**config.mk**
```make
export PLATFORM = sky130hd
export DESIGN_NAME = dbl_latch_ctrl
export DESIGN_NICKNAME = d
export VERILOG_FILES = /design/src/rtl/dbl_latch_pkg.sv /design/src/rtl/dbl_latch_stage_in.sv /design/src/rtl/dbl_latch_stage_out.sv /design/src/rtl/dbl_latch_ctrl.sv
export SDC_FILE = /design/constraint.sdc
export NUM_CORES = 1
export LEC_CHECK = 0
export BUFFER_PORTS_ARGS = -buffer_cell sky130_fd_sc_hd__buf_2
export CAP_MARGIN = 30
export CELL_PAD_IN_SITES_DETAIL_PLACEMENT = 0
export CELL_PAD_IN_SITES_GLOBAL_PLACEMENT = 1
export CORE_UTILIZATION = 33
export CTS_CLUSTER_SIZE = 30
export DETAILED_ROUTE_END_ITERATION = 12
export PLACE_DENSITY_LB_ADDON = 0.1
export SLEW_MARGIN = 10
export SYNTH_ARGS = -nofsm -noshare
export SYNTH_HDL_FRONTEND = slang
export SYNTH_SLANG_ARGS = --single-unit
```
**constraint.sdc**
```tcl
create_clock -name clk -period 1.2 [get_ports clk]
set_input_delay 0.24 -clock clk [delete_from_list [all_inputs] [get_ports clk]]
set_output_delay 0.24 -clock clk [all_outputs]
set_load 0.1 [all_outputs]
```
**src/rtl/dbl_latch_pkg.sv**
```systemverilog
package dbl_latch_pkg;
  typedef enum logic [1:0] {
    XFER_HOLD    = 2'd0,
    XFER_PASS    = 2'd1,
    XFER_INHIBIT = 2'd2
  } xfer_e;

  function automatic xfer_e decode_xfer(input logic ld_n, input logic wr_active);
    if (ld_n)           return XFER_HOLD;
    else if (wr_active) return XFER_INHIBIT;
    else                return XFER_PASS;
  endfunction
endpackage

```
**src/rtl/dbl_latch_stage_in.sv**
```systemverilog
module dbl_latch_stage_in #(
  parameter int CODE_W = 14
) (
  input  logic              clk,
  input  logic              rst,
  input  logic              capture,
  input  logic [CODE_W-1:0] bus,
  output logic [CODE_W-1:0] held
);
  always_ff @(posedge clk) begin
    if (rst)          held <= '0;
    else if (capture) held <= bus;
  end
endmodule

```
**src/rtl/dbl_latch_stage_out.sv**
```systemverilog
module dbl_latch_stage_out #(
  parameter int CODE_W = 14
) (
  input  logic                 clk,
  input  logic                 rst,
  input  dbl_latch_pkg::xfer_e mode,
  input  logic [CODE_W-1:0]    src,
  output logic [CODE_W-1:0]    held,
  output logic                 changed
);
  import dbl_latch_pkg::*;

  logic [CODE_W-1:0] nxt;

  always_comb begin
    nxt = held;
    if (mode == XFER_PASS) nxt = src;
  end

  always_ff @(posedge clk) begin
    if (rst) begin
      held    <= '0;
      changed <= 1'b0;
    end else begin
      held    <= nxt;
      changed <= (nxt != held);
    end
  end
endmodule

```
**src/rtl/dbl_latch_ctrl.sv**
```systemverilog
module dbl_latch_ctrl #(
  parameter int CODE_W = 14
) (
  input  logic              clk,
  input  logic              rst,
  input  logic              sel_n,
  input  logic              wr_n,
  input  logic              ld_n,
  input  logic [CODE_W-1:0] data_in,
  output logic [CODE_W-1:0] staged_code,
  output logic [CODE_W-1:0] dac_code,
  output logic              dac_update
);
  import dbl_latch_pkg::*;

  logic  wr_active;
  xfer_e mode;

  assign wr_active = ~sel_n & ~wr_n;
  assign mode      = decode_xfer(ld_n, wr_active);

  dbl_latch_stage_in #(.CODE_W(CODE_W)) u_in (
    .clk     (clk),
    .rst     (rst),
    .capture (wr_active),
    .bus     (data_in),
    .held    (staged_code)
  );

  dbl_latch_stage_out #(.CODE_W(CODE_W)) u_out (
    .clk     (clk),
    .rst     (rst),
    .mode    (mode),
    .src     (staged_code),
    .held    (dac_code),
    .changed (dac_update)
  );
endmodule

```
# Yosys cells after proc, flatten, opt, wreduce, memory -nomap -nowiden
# Cells that the tools add are included.
dict set report word_totals {
  reg_bits 29
  in_bits 19
  out_inout_bits 29
  word_cells 11
}
dict set report classes {
  eq_ne 2
  n_mux 3
  bitwise 3
}
# cell count
set op_table {}
lappend op_table {{2-to-1 mux 14 bit} 1}
lappend op_table {{!= test 14 bit} 1}
lappend op_table {{2-to-1 mux 2 bit} 2}
lappend op_table {{equality test 2 x 1 -> 1 bit (second input constant)} 1}
lappend op_table {{inverter 1 bit} 2}
lappend op_table {{AND 1 bit} 1}

# Longest topological paths before layout
dict set report logic_depth {
  word_depth 7
  depth_mapped 6
}

# Modules after synthesis
# From an unflattened synthesis, not the netlist that was laid out.
dict set report unflattened {
  hier_cells 130
  area_unflattened_um2 1197.4
}
# mod instances cells_each area_each_um2
set modules_own_cells {}
lappend modules_own_cells {dbl_latch_stage_out 1 82 665.6}
lappend modules_own_cells {dbl_latch_stage_in 1 45 508.0}
lappend modules_own_cells {dbl_latch_ctrl 1 3 23.8}

# Least setup slack after synthesis
# OpenSTA, ideal clock, no wires.
dict set report synth_path {
  path_kind {register to register}
  from {register u_in.held[4]}
  to {register u_out.changed}
  setup_ns 0.131
  arrival_time_ns 1.588
  t_required_ns 1.069
  setup_slack_ns -0.519
  path_stages_with_launch 5
  synth_period_minus_slack_ns 1.719
  path_cell_list {dfxtp_1 > xnor2_1 > nand4_1 > nor4_1 > nor3_1}
}
dict set report synth_via {
  elab_chain_len 2
}
# item line_no
set synth_rtl {}
lappend synth_rtl {{start, declared} dbl_latch_stage_in.sv:8} ;# output logic [CODE_W-1:0] held
lappend synth_rtl {{start signal, assigned} dbl_latch_stage_in.sv:12} ;# else if (capture) held <= bus;
lappend synth_rtl {{2-to-1 mux 14 bit} dbl_latch_stage_out.sv:17} ;# if (mode == XFER_PASS) nxt = src;
lappend synth_rtl {{!= test 14 bit} dbl_latch_stage_out.sv:26} ;# changed <= (nxt != held);
lappend synth_rtl {{end signal, assigned} dbl_latch_stage_out.sv:26}
lappend synth_rtl {{end, declared} dbl_latch_stage_out.sv:9} ;# output logic changed
# Every way passes these cells.
# A chain may end at the register's enable or synchronous reset.

# Worst setup path after layout
dict set report layout_path {
  from {register u_in.held[13]}
  to {output staged_code[13]}
}
# item line_no
set layout_rtl {}
lappend layout_rtl {{end, declared} dbl_latch_ctrl.sv:10} ;# output logic [CODE_W-1:0] staged_code,
# No word-level cell between the ends.

==> impl_metrics.tcl <==
set metrics [dict create \
    min_from "data_in[7]" \
    cp.required_ns 0.96 \
    clockRootBuffer "clkbuf_4" \
    powerDensity_nw_per_um2 1080 \
    ios 48 \
    antenna_found_initial 0 \
    grt_pass1_vias 1059 \
    relSlewSlack 0.619 \
    final_cell_mix "57 x nand2_1, 30 x buf_12, 28 x dfxtp_4" \
    share_seq_of_total_power 0.445 \
    routed_wl_mm 3.06 \
    synth_top_area_cell "dfxtp_1" \
    critPathLaunchType "register" \
    endpoint_kind "output port" \
    clock_skew_ns 0.00485 \
    worstPathArrival_ns 0.90 \
    numCtsBuffers 5 \
    clock-sinks 29 \
    period_minus_slack_ns 1.14 \
    finalMaxSlewViolations 0 \
    postLayoutSetupSlackWorst_ns 0.0623 \
    postLayoutCoreUtil 0.614 \
    slowest_delay_ns 0.39 \
    drc 0 \
    cts_tree "built" \
    maxCapViolations 0 \
    antenna_cells 0 \
    ys_ff_latch 29 \
    dp.final_hpwl_mm 2.17 \
    areaGrowthSynthToFinish_pct 74.0 \
    rr_worst_depth 4 \
    r2r-start "u_in.held[7]$_SDFFE_PP0P_" \
    p_clk_frac 0.300 \
    die-height_um 62.4 \
    place_congestion 0.708 \
    max_slew.worst_pin.slew_ns 0.571 \
    post-cts-setup-buffer-count 0 \
    grt_use_total 0.171 \
    fin_tns_setup_ns 0 \
    status "finished clean" \
    switchingPower_uw 760 \
    seq_area_frac_synth 0.482 \
    nets 214 \
    dr.first_iter.drc_count 42 \
    multi_input_area_um2 571 \
    switching_share 0.335 \
    yosysTopAreaCellShare 0.482 \
    num-fill-cells 295 \
    path_clk_slew_ns 0.09 \
    hold_path_depth 3 \
    r2r-end "u_out.changed$_SDFF_PP0_" \
    vias 1135 \
    synthesis.area_um2 1200 \
    worstPathCellList "buf_12" \
    clkLatencyLatePin_ns 0.33 \
    syn_avg_cell_area_um2 8.31 \
    intPower_mw 1.51 \
    drtPass1Iterations 4 \
    cp_max_fo 4 \
    cp_slowest_cell "dfxtp_4" \
    power_frac_comb 0.255 \
    holdPathEnd "u_in.held[7]$_SDFFE_PP0P_" \
    ant_nets 0 \
    ys_types 16 \
    path_class "register to output port" \
    finalCritPeriodShare 0.948 \
    die_w_um 62.4 \
    fp.dieArea_um2 3900 \
    fmax_ghz 0.879 \
    mostFrequentLayoutCell "nand2_1" \
    vias_per_cell 4.69 \
    numPortBuffers 47 \
    start_util 0.353 \
    max-vdd-ir-drop_uv 626 \
    critPathTopFamily "flip-flops" \
    routedWlPerCell_um 12.7 \
    placementRows 21 \
    ys_warn_count 0 \
    clk_path_buf_depth 2 \
    fp.coreArea_um2 3420 \
    hold_class "input port to register" \
    finalPower_mw 2.27 \
    cts-htree-levels 2 \
    synth_area_leaders "dfxtp_1 48%, nand2_1 18%, xnor2_1 10%" \
    grt_pass1_wl_mm 5.14 \
    grt_overflow 0 \
    setup_viol 0 \
    p_leak_nw 0.757 \
    syn_inst 145 \
    pre_cts_ws_ns -0.301 \
    final_hold_viol_count 0 \
    synth_fp_nets 164 \
    drive_above_1_share 0.500 \
    reg2reg_slack_ns 0.09 \
    grt_max_degree 30 \
    critPathBufInv 1 \
    rsz0062_at_grt "no" \
    seq_area_um2 686 \
]
-- power groups by stage --
stage                     Sequential [mW]  Clock (mW)  Combinational, mW
after floorplan                      1.26           0              0.136
after global placement               1.03           0              0.574
after detailed placement             1.03           0              0.581
after CTS                            1.01       0.706              0.582
after global routing                 1.02       0.744              0.606
final                                1.01       0.681              0.579
-- cells in the mapped netlist --
cell and n:
a21oi_2 9, nor2_1 2, a21oi_1 19, buf_4 1, clkbuf_1 2, xnor2_1 14, nand4_1 3, buf_2 3
dfxtp_1 29, nand2_1 57, nor3_1 1, nor4_1 1, buf_8 1, or2_1 1, buf_6 1, nand2b_4 1
-- how the worst max path moves through the flow --
stage / start / to / slack, ns / cells after the start
3_3_place_gp: wr_n / u_out.held[6]$_SDFF_PP0_ / -0.20 / 5
6_report: u_in.held[13]$_SDFFE_PP0P_ / staged_code[13] / 0.06 / 1
4_1_cts: u_in.held[13]$_SDFFE_PP0P_ / staged_code[13] / 0.05 / 1
2_1_floorplan: u_in.held[9]$_SDFFE_PP0P_ / u_out.changed$_SDFF_PP0_ / -0.01 / 4
3_5_place_dp: wr_n / u_out.held[8]$_SDFF_PP0_ / -0.30 / 5
5_1_grt: u_in.held[7]$_SDFFE_PP0P_ / u_out.changed$_SDFF_PP0_ / 0.02 / 4
-- metrics by stage --
step                area (um^2)  hold slack (ns)  cells
floorplan                  1310            0.366    145
global placement           2020            0.468    234
detailed placement         2020            0.475    234
CTS                        2090            0.120    242
global route               2100            0.128    242
finish                     2100            0.126    242
-- layout make-up --
| type | count | area share |
|---|---|---|
| Multi-Input combinational cell | 108 | 0.272 |
| Clock inverter | 1 | 0.00239 |
| Sequential cell | 29 | 0.327 |
| Clock buffer | 7 | 0.0310 |
| Tap cell | 46 | 0.0274 |
| Timing Repair Buffer | 51 | 0.340 |
-- registers in the layout, summed over array words and instances (netlist names) --
signal / flops
u_in.held: 14
u_out.held: 14
u_out.changed: 1
-- logic make-up after synthesis --
family | synth area share
flops | 0.482
buf+inv | 0.0467
compound gates | 0.144
xor+xnor | 0.102
simple gates | 0.225
-- what timing repair did --
item	4_1_cts	5_1_grt
gates resized for setup	0	1
hold endpoints to repair	0	0
hold buffers	0	0
endpoints found under the setup margin	0	4
-- layer usage --
metal,global-route usage,share of wire,routed length [um]
met5,0,0,0
met4,0.0872,0.015,46
met3,0.0474,0.061,186
met2,0.277,0.50,1530
met1,0.205,0.42,1300
Power figures use the tool's default switching activity.
